--- src/rtl/irqc_pkg.sv ---
package irqc_pkg;

  localparam int WORD_W = 32;

  typedef enum logic [2:0] {
    RK_NONE,
    RK_VEC,
    RK_PROT,
    RK_EXT,
    RK_PEND,
    RK_EN,
    RK_MSK
  } reg_kind_e;

  // Vector word: source number placed at bit 2, zero when nothing wins.
  function automatic logic [WORD_W-1:0] vec_word(input int unsigned idx, input logic valid);
    logic [WORD_W-1:0] w;
    w = WORD_W'(idx) << 2;
    return valid ? w : '0;
  endfunction

  // Byte offset of bank b in a bank group starting at base.
  function automatic int unsigned bank_offset(input int unsigned base, input int unsigned b);
    return base + 4 * b;
  endfunction

endpackage

--- src/rtl/irqc_decode.sv ---
module irqc_decode
  import irqc_pkg::*;
#(
  parameter int ADDR_W     = 8,
  parameter int NBANK      = 3,
  parameter bit ALT_LAYOUT = 1'b0,
  localparam int BIDX_W    = (NBANK > 1) ? $clog2(NBANK) : 1
) (
  input  logic [ADDR_W-1:0] addr,
  output reg_kind_e         kind,
  output logic [BIDX_W-1:0] bank
);

  localparam int VEC_OFF   = 'h00;
  localparam int PROT_OFF  = 'h08;
  localparam int EXT_OFF   = 'h0c;
  localparam int PEND_BASE = 'h10;
  localparam int EN_BASE   = ALT_LAYOUT ? 'h20 : 'h40;
  localparam int MSK_BASE  = ALT_LAYOUT ? 'h30 : 'h50;

  always_comb begin
    kind = RK_NONE;
    bank = '0;
    if (addr == ADDR_W'(VEC_OFF))  kind = RK_VEC;
    if (addr == ADDR_W'(PROT_OFF)) kind = RK_PROT;
    if (addr == ADDR_W'(EXT_OFF))  kind = RK_EXT;
    for (int b = 0; b < NBANK; b++) begin
      if (addr == ADDR_W'(bank_offset(PEND_BASE, b))) begin
        kind = RK_PEND;
        bank = BIDX_W'(b);
      end
      if (addr == ADDR_W'(bank_offset(EN_BASE, b))) begin
        kind = RK_EN;
        bank = BIDX_W'(b);
      end
      if (addr == ADDR_W'(bank_offset(MSK_BASE, b))) begin
        kind = RK_MSK;
        bank = BIDX_W'(b);
      end
    end
  end

endmodule

--- src/rtl/irqc_pending.sv ---
module irqc_pending #(
  parameter int NSRC = 96
) (
  input  logic            clk,
  input  logic            rst_n,
  input  logic [NSRC-1:0] req,
  input  logic            ext_level,
  input  logic [NSRC-1:0] clr,
  output logic [NSRC-1:0] pend
);

  logic req0_q;
  logic live_q;
  logic src0_edge;
  logic src0_set;
  logic src0_clr;

  assign src0_edge = req[0] & ~req0_q;
  assign src0_set  = ext_level ? req[0] : src0_edge;
  assign src0_clr  = clr[0];

  always_ff @(posedge clk or negedge rst_n) begin
    if (!rst_n) begin
      pend   <= '0;
      req0_q <= 1'b0;
      live_q <= 1'b0;
    end else begin
      pend[0]        <= src0_set | (pend[0] & ~src0_clr);
      pend[NSRC-1:1] <= req[NSRC-1:1];
      req0_q         <= req[0];
      live_q         <= 1'b1;
    end
  end


  src0_hold_chk: assert property (@(posedge clk) disable iff (!rst_n)
    pend[0] && !src0_clr |=> pend[0]);


  src0_edge_only_chk: assert property (@(posedge clk) disable iff (!rst_n)
    !ext_level && !pend[0] && req0_q |=> !pend[0]);


  src0_level_chk: assert property (@(posedge clk) disable iff (!rst_n)
    ext_level && req[0] |=> pend[0]);


  level_follow_chk: assert property (@(posedge clk) disable iff (!rst_n)
    live_q |-> pend[NSRC-1:1] == $past(req[NSRC-1:1]));

endmodule

--- src/rtl/irqc_arbiter.sv ---
module irqc_arbiter #(
  parameter int NSRC  = 96,
  localparam int IDX_W = $clog2(NSRC)
) (
  input  logic             clk,
  input  logic             rst_n,
  input  logic [NSRC-1:0]  qual,
  output logic [IDX_W-1:0] win_idx,
  output logic             win_valid,
  output logic             irq_q
);

  localparam logic [NSRC-1:0] ONE = NSRC'(1);

  always_comb begin
    win_valid = 1'b0;
    win_idx   = '0;
    for (int i = NSRC - 1; i >= 0; i--) begin
      if (qual[i]) begin
        win_valid = 1'b1;
        win_idx   = IDX_W'(i);
      end
    end
  end

  always_ff @(posedge clk or negedge rst_n) begin
    if (!rst_n) irq_q <= 1'b0;
    else        irq_q <= win_valid;
  end


  winner_qualified_chk: assert property (@(posedge clk) disable iff (!rst_n)
    win_valid |-> qual[win_idx]);


  winner_lowest_chk: assert property (@(posedge clk) disable iff (!rst_n)
    win_valid |-> (qual & ((ONE << win_idx) - ONE)) == '0);


  irq_cause_chk: assert property (@(posedge clk) disable iff (!rst_n)
    irq_q |-> $past(qual != '0));

endmodule

--- src/rtl/irq_vector_ctrl.sv ---
module irq_vector_ctrl
  import irqc_pkg::*;
#(
  parameter int ADDR_W     = 8,
  parameter int NBANK      = 3,
  parameter bit ALT_LAYOUT = 1'b0,
  localparam int NSRC      = NBANK * WORD_W,
  localparam int IDX_W     = $clog2(NSRC),
  localparam int BIDX_W    = (NBANK > 1) ? $clog2(NBANK) : 1
) (
  input  logic              clk,
  input  logic              rst_n,
  input  logic [NSRC-1:0]   irq_req,
  input  logic              reg_wr,
  input  logic [ADDR_W-1:0] reg_addr,
  input  logic [WORD_W-1:0] reg_wdata,
  output logic [WORD_W-1:0] reg_rdata,
  output logic              cpu_irq
);

  reg_kind_e         rk;
  logic [BIDX_W-1:0] rbank;

  logic [WORD_W-1:0] en_q  [NBANK];
  logic [WORD_W-1:0] msk_q [NBANK];
  logic              prot_q;
  logic              ext_q;

  logic [NSRC-1:0]   en_flat;
  logic [NSRC-1:0]   msk_flat;
  logic [NSRC-1:0]   pend_flat;
  logic [NSRC-1:0]   pend_clr;
  logic [NSRC-1:0]   qual;
  logic [WORD_W-1:0] pend_bank [NBANK];

  logic [IDX_W-1:0]  win_idx;
  logic              win_valid;

  irqc_decode #(
    .ADDR_W    (ADDR_W),
    .NBANK     (NBANK),
    .ALT_LAYOUT(ALT_LAYOUT)
  ) u_dec (
    .addr(reg_addr),
    .kind(rk),
    .bank(rbank)
  );

  generate
    for (genvar b = 0; b < NBANK; b++) begin : g_bank
      assign en_flat [b*WORD_W +: WORD_W] = en_q[b];
      assign msk_flat[b*WORD_W +: WORD_W] = msk_q[b];
      assign pend_bank[b]                 = pend_flat[b*WORD_W +: WORD_W];
      assign pend_clr[b*WORD_W +: WORD_W] =
        (reg_wr && rk == RK_PEND && rbank == BIDX_W'(b)) ? reg_wdata : '0;

      always_ff @(posedge clk or negedge rst_n) begin
        if (!rst_n) begin
          en_q[b]  <= '0;
          msk_q[b] <= '0;
        end else if (reg_wr && rbank == BIDX_W'(b)) begin
          if (rk == RK_EN)  en_q[b]  <= reg_wdata;
          if (rk == RK_MSK) msk_q[b] <= reg_wdata;
        end
      end
    end
  endgenerate

  always_ff @(posedge clk or negedge rst_n) begin
    if (!rst_n) begin
      prot_q <= 1'b0;
      ext_q  <= 1'b0;
    end else if (reg_wr) begin
      if (rk == RK_PROT) prot_q <= reg_wdata[0];
      if (rk == RK_EXT)  ext_q  <= reg_wdata[0];
    end
  end

  irqc_pending #(.NSRC(NSRC)) u_pend (
    .clk      (clk),
    .rst_n    (rst_n),
    .req      (irq_req),
    .ext_level(ext_q),
    .clr      (pend_clr),
    .pend     (pend_flat)
  );

  assign qual = pend_flat & en_flat & ~msk_flat;

  irqc_arbiter #(.NSRC(NSRC)) u_arb (
    .clk      (clk),
    .rst_n    (rst_n),
    .qual     (qual),
    .win_idx  (win_idx),
    .win_valid(win_valid),
    .irq_q    (cpu_irq)
  );

  always_comb begin
    reg_rdata = '0;
    case (rk)
      RK_VEC:  reg_rdata = vec_word(32'(win_idx), win_valid);
      RK_PROT: reg_rdata = {{(WORD_W-1){1'b0}}, prot_q};
      RK_EXT:  reg_rdata = {{(WORD_W-1){1'b0}}, ext_q};
      RK_PEND: reg_rdata = pend_bank[rbank];
      RK_EN:   reg_rdata = en_q[rbank];
      RK_MSK:  reg_rdata = msk_q[rbank];
      default: reg_rdata = '0;
    endcase
  end


  vec_shape_chk: assert property (@(posedge clk) disable iff (!rst_n)
    rk == RK_VEC |-> reg_rdata[1:0] == 2'b00 && (reg_rdata >> (IDX_W + 2)) == '0);


  unmapped_zero_chk: assert property (@(posedge clk) disable iff (!rst_n)
    rk == RK_NONE |-> reg_rdata == '0);


  ctl_width_chk: assert property (@(posedge clk) disable iff (!rst_n)
    (rk == RK_PROT || rk == RK_EXT) |-> reg_rdata[WORD_W-1:1] == '0);


  no_enable_quiet_chk: assert property (@(posedge clk) disable iff (!rst_n)
    (pend_flat & en_flat) == '0 |=> !cpu_irq);

endmodule

--- config.mk ---
export PLATFORM = sky130hd
export DESIGN_NAME = irq_vector_ctrl
export DESIGN_NICKNAME = d
export VERILOG_FILES = /design/src/rtl/irqc_pkg.sv /design/src/rtl/irqc_decode.sv /design/src/rtl/irqc_pending.sv /design/src/rtl/irqc_arbiter.sv /design/src/rtl/irq_vector_ctrl.sv
export SDC_FILE = /design/constraint.sdc
export NUM_CORES = 1
export LEC_CHECK = 0
export ABC_CLOCK_PERIOD_IN_PS = 6200
export BUFFER_PORTS_ARGS = -buffer_cell sky130_fd_sc_hd__buf_2
export CAP_MARGIN = 0
export CORE_MARGIN = 2
export CORE_UTILIZATION = 50
export CTS_BUF_LIST = sky130_fd_sc_hd__clkbuf_16
export CTS_CLUSTER_SIZE = 25
export DETAILED_ROUTE_END_ITERATION = 8
export GPL_TIMING_DRIVEN = 0
export PLACE_DENSITY = 0.7
export SYNTH_ARGS = -nofsm -noshare
export SYNTH_HDL_FRONTEND = slang
export SYNTH_SLANG_ARGS = --single-unit
--- constraint.sdc ---
create_clock -name clk -period 6.2 [get_ports clk]
set_clock_uncertainty 0.15 [all_clocks]
set_input_delay 1.24 -clock clk [delete_from_list [all_inputs] [get_ports clk]]
set_output_delay 1.24 -clock clk [all_outputs]
set_load 0.05 [all_outputs]
== After elaboration in Yosys (flattened, before gate mapping) ==
Cells that the tools add are included.
Word-level totals
  bits in registers: 292
  word-level logic and storage cells: 278
Cells by class
  order comparisons: 1
  eq/ne operators: 19
  muxes and demuxes: 223
  bitwise logic cells: 9
  reductions and logical operators: 15
Operators with widths (count)
  7-bit two-way mux: 96
  96-bit bitwise AND: 2
  32-bit binary-select mux with 2-bit select: 3
  32-bit two-way mux: 6
  32-bit one-hot mux with 6 select lines: 1
  1-bit two-way mux: 102
  96-bit NOT: 1
  8-bit by 7-bit equality test with 1-bit output (second input constant): 6
  3-bit two-way mux: 10
  8-bit by 5-bit equality test with 1-bit output (second input constant): 3
  8-bit by 4-bit equality test with 1-bit output (second input constant): 2
  2-bit AND reduction: 8
  3-bit equality test (second input constant): 3
  9-bit two-way mux: 1
  8-bit zero test: 1
  2-bit two-way mux: 4
  3-bit by 2-bit equality test with 1-bit output (second input constant): 2
  1-bit logical AND: 5
  3-bit by 1-bit equality test with 1-bit output (second input constant): 1
  3-bit >= comparator (second input constant): 1
  2-bit NOT with 3-bit output: 1
  1-bit bitwise AND: 2
  2-bit by 1-bit equality test with 1-bit output (second input constant): 1
  2-bit equality test (second input constant): 1
  other kinds (3): 4

== Longest topological paths before layout ==
  depth after elaboration: 100
  depth in mapped cells: 11

== Hierarchy ==
A second synthesis with hierarchy kept.
Unflattened totals
  cells, all modules: 1483
  area, all modules: 15353.5 um^2
Modules (own cells, without submodules)
  irq_vector_ctrl: instances 1, cells each 1143, area an instance 11509.8 um^2, sequential area each 4854.7 um^2
  irqc_pending: instances 1, cells each 100, area an instance 2446.1 um^2, sequential area each 2427.3 um^2
  irqc_arbiter: instances 1, cells each 228, area an instance 1285.0 um^2, sequential area each 25.0 um^2
  irqc_decode: instances 1, cells each 12, area an instance 112.6 um^2, sequential area each 0.0 um^2

== Least setup slack after synthesis ==
OpenSTA, ideal clock, no wires.
  kind: input -> output
  start point: input reg_addr[1]
  end point: output reg_rdata[3]
  arrival: 3806 ps
  path slack: 1004 ps
  cell stages on the path: 8
  path buffers: 1
  path through: or4_1 buf_4 a2111oi_4 and2_1 nand4_1 a31oi_1 nand3_1 o211ai_1
Between the ends
  longest elaborated chain between the ends: 15
Ends and longest elaborated chain
  start: declaration: RTL line irq_vector_ctrl.sv:15  | input logic [ADDR_W-1:0] reg_addr,
  8-bit zero test: RTL line irqc_decode.sv:24  | if (addr == ADDR_W'(VEC_OFF)) kind = RK_VEC;
  1-bit two-way mux: RTL line irqc_decode.sv:24
  2-bit two-way mux: RTL line irqc_decode.sv:25  | if (addr == ADDR_W'(PROT_OFF)) kind = RK_PROT;
  3-bit two-way mux: RTL line irqc_decode.sv:26  | if (addr == ADDR_W'(EXT_OFF)) kind = RK_EXT;
  3-bit two-way mux: RTL line irqc_decode.sv:28  | if (addr == ADDR_W'(bank_offset(PEND_BASE, b))) begin
  3-bit two-way mux: RTL line irqc_decode.sv:32  | if (addr == ADDR_W'(bank_offset(EN_BASE, b))) begin
  3-bit two-way mux: RTL line irqc_decode.sv:36  | if (addr == ADDR_W'(bank_offset(MSK_BASE, b))) begin
  3-bit two-way mux: RTL line irqc_decode.sv:28
  3-bit two-way mux: RTL line irqc_decode.sv:32
  3-bit two-way mux: RTL line irqc_decode.sv:36
  3-bit two-way mux: RTL line irqc_decode.sv:28
  3-bit two-way mux: RTL line irqc_decode.sv:32
  3-bit two-way mux: RTL line irqc_decode.sv:36
  3-bit equality test (tied with other cells): RTL line irq_vector_ctrl.sv:101  | case (rk)
  32-bit one-hot mux with 6 select lines (*): RTL line irq_vector_ctrl.sv:101
  end: declaration: RTL line irq_vector_ctrl.sv:17  | output logic [WORD_W-1:0] reg_rdata,
Every way passes the cells marked *; elsewhere a longest branch is shown, timed or not. The select of a mux whose other input is x is not followed.

== Worst setup path after layout ==
  start point: input reg_addr[1]
  end point: output reg_rdata[27]
The elaborated chain is that of the path after synthesis.

==> qor.txt <==
========================================================================================
Top cell type's share of synthesized area                                          0.518
Core Area                                                                     0.0278 mm²
Final routed wirelength across all metal layers                                 50200 µm
Run status                                                                     completed
First-pass GRT wire length                                                      73700 µm
CTS H-Tree Depth                                                                       1
Critical path's top delay family                                            buffers and inverters
Avg Vias per Cell                                                                   6.35
Sequential fraction of the synthesis area                                          0.518
Setup Total Neg Slack                                                               0 ns
Number of setup buffers added after CTS                                                0
Total half-perimeter wirelength after legalization and detailed placement       35800 µm
Number of register bits inferred by synthesis                                        292
Largest net degree at the start of global routing                                    121
Net count after synthesis                                                           1440
Area enclosed by the die boundary                                             0.0295 mm²
Number of top-level pins                                                             172
Share of layout cells above drive strength 1                                       0.290
Crit-path slowest cell                                                      sky130_fd_sc_hd__buf_1
Warnings from Yosys                                                                    0
Clk buf depth                                                                          3
Worst Slack Setup Final                                                         0.250 ns
Combinational family with the most area after synthesis                     simple AND/OR/NAND/NOR gates
Overall die width                                                                 172 µm
Crit path depth                                                                       11
Worst path max stage delay                                                       0.61 ns
DR pass1 iterations                                                                    6
Multiplexer area fraction after synthesis                                          0.153
Combined buffer and inverter count along the critical path                             5
Normalized max-slew margin                                                         0.249
Critical path capture point                                                 reg_rdata[27]
Count leader, synth                                                         sky130_fd_sc_hd__dfrtp_1
Dpl ws                                                                          0.326 ns
Hold WS                                                                         0.365 ns
Antenna violation net count after detailed routing                                     0
Async S/R FF share, synth                                                           1.00
Detail-routed net length per standard cell                                       26.3 µm
Class of the tightest hold or removal check                                   reg -> reg
Share of the synthesized area in compound gates (AO/OA/AOI/OAI)                    0.130
Endpoint of the lowest-slack register-to-register path                      u_arb.irq_q$_DFF_PN0_
Endpoint required time on the critical path                                      4.81 ns
Vias after detailed routing                                                        12100
Overall global routing resource usage                                              0.341
Synthesized area per cell                                                       10.8 µm²
Critical Path AT                                                                 4.56 ns
Final critical path time including I/O delays and setup                          5.95 ns
Adder-cell share of the synthesized area                                               0
Max-slew violation count                                                               0
Actual slew at the worst max-slew pin                                            1.13 ns
Quantity of I/O buffers inserted on ports                                            170
Final Hold Violating Endpoints                                                         0
Number of global-route vias before repair                                          11900
Number of standard cells after synthesis                                            1301
Classification of the worst setup path                                         in -> out
Critical Path End Type                                                      primary output
Number of enable-type register cells in the synthesized netlist                        0
Critical Path Start                                                          reg_addr[1]
Count of instances resized after the clock tree is built                               0
Most used cell, CP                                                          sky130_fd_sc_hd__buf_2
Post-synthesis instance area                                                  0.0141 mm²
Iteration-0 DRC Markers                                                             1237
Later-pin clock latency in the skew report                                       0.59 ns
Critical register-to-register path startpoint                               u_pend.pend[73]$_DFF_PN0_
Leakage Power                                                                    8.04 nW
Maximum net fanout on the critical path                                               10
Top post-synthesis cells by area                                            sky130_fd_sc_hd__dfrtp_1 52%, sky130_fd_sc_hd__mux2_2 14%, sky130_fd_sc_hd__nor2_1 4.4%
Buffer cell driving the clock tree root                                     sky130_fd_sc_hd__clkbuf_16
Antenna violations before repair                                                       2
Total clock sinks                                                                    292
Post-CTS Hold Buffers                                                                  0
TritonCTS clock tree                                                                 yes
Net count, final                                                                    1645
Area growth from synthesis to final layout                                         16.8%
Total DRC errors in the routed layout                                                  0
Effective utilization at floorplan                                                 0.507
Worst reg-to-reg setup slack                                                     3.59 ns
Antenna diode count                                                                    0
Global-route congestion overflow total                                                 0
Setup-violating endpoint count in the final report                                     0
Unrepaired setup endpoints after global routing                                       no
Xor and xnor area share after synthesis                                         0.000621
Type of origin of the critical path                                            input pin
Post-synth top flop                                                         sky130_fd_sc_hd__dfrtp_1
Number of buffers inserted during clock tree synthesis                                31
Series of cell instances along the critical path                            buf_2 -> or4_1 -> buf_4 -> nor3_2 -> buf_2 -> buf_1 -> a22oi_1 -> a21oi_1 -> nor2_1 -> nor2_1 -> buf_2
# Max-Cap Violations                                                                   0
Number of cell instances on the worst register-to-register path                        6
Total power after layout                                                         4.19 mW
Unique masters post-synth                                                             59
Die extent in y                                                                   172 µm
Post-synthesis simple-gate area fraction                                           0.172
Peak clock frequency supported by timing                                         168 MHz
Hold path depth                                                                        1
Total placed cells including tap cells                                              1851
Cell taking the most area after synthesis                                   sky130_fd_sc_hd__dfrtp_1
Maximum vdd ir drop                                                               213 µV
Placement row count                                                                   61
Final clock period utilization by the worst path                                   0.960
Power density over the cells                                                  254 mW/mm²
Final GP Congestion                                                                0.983
Clock Pin Slew Worst Setup and Hold Paths                                        0.06 ns
Count of placed standard cells in the final layout, fillers left out                1907
Most frequent cells after synthesis                                         292 x sky130_fd_sc_hd__dfrtp_1, 179 x sky130_fd_sc_hd__mux2_2, 165 x sky130_fd_sc_hd__nor2_1, 119 x sky130_fd_sc_hd__nand2_1, 79 x sky130_fd_sc_hd__nand3b_1
========================================================================================
[layout by cell type, fill, tap and decap left out, drive strengths merged, types with 13 or more instances in the layout]
master and count:
o22ai 30, buf 215, nor2 169, nand2 119
clkinv 14, mux2 192, nand4 20, a311oi 29
a21oi 46, inv 13, nand3 19, and3b 18
o21ai 35, dfrtp 292, nand3b 79, a22oi 60
clkbuf 56
[kinds of logic (layout without fill, tap and decap cells)]
family	count (synthesis)	after routing
AO/OA/AOI/OAI	264	264
XOR/XNOR	1	1
multiplexers	192	192
buffers and inverters	75	303
AND/OR/NAND/NOR	477	477
flip-flops	292	292
[metal layers]
metal / wire [µm] / track usage
met1: 20500 / 0.459
met2: 22700 / 0.532
met3: 4460 / 0.0648
met4: 2500 / 0.167
met5: 22 / 0
[area by class of cell]
type                            count  area (µm²)
Clock inverter                     25         203
Fill cell                        2383       11300
Sequential cell                   292        7310
Buffer                             68         329
Inverter                            7        26.3
Tap cell                          378         473
Timing Repair Buffer              172         916
Clock buffer                       31         776
Multi-Input combinational cell    934        6430
[how the worst min path moves through the flow]
stage                              from                       end  slack (ns)
6_report             prot_q$_DFFE_PN0P_        prot_q$_DFFE_PN0P_        0.36
5_1_grt        msk_flat[64]$_DFFE_PN0P_  msk_flat[64]$_DFFE_PN0P_        0.38
4_1_cts              prot_q$_DFFE_PN0P_        prot_q$_DFFE_PN0P_        0.37
3_5_place_dp         prot_q$_DFFE_PN0P_        prot_q$_DFFE_PN0P_        0.35
3_3_place_gp         prot_q$_DFFE_PN0P_        prot_q$_DFFE_PN0P_        0.34
2_1_floorplan  msk_flat[20]$_DFFE_PN0P_  msk_flat[20]$_DFFE_PN0P_        0.32
[state kept, by name, summed over array words and instances (netlist names)]
name           count
en_flat           96
msk_flat          96
u_pend.pend       96
ext_q              1
prot_q             1
u_arb.irq_q        1
u_pend.req0_q      1
[stage by stage]
step | instance area [µm²] | utilization
after floorplan | 14100 | -
after detailed placement | 15500 | 0.557
final | 16500 | 0.593
after CTS | 16500 | 0.593
after global routing | 16500 | 0.593
after global placement | 15400 | 0.555
[report_power, final]
group / total (mW) / internal [mW] / switching, mW
Sequential: 2.02 / 1.97 / 0.0509
Combinational: 0.365 / 0.135 / 0.230
Clock: 1.80 / 1.03 / 0.771
Total: 4.19 / 3.13 / 1.05
No activity file was read; power rests on OpenSTA's default activity.
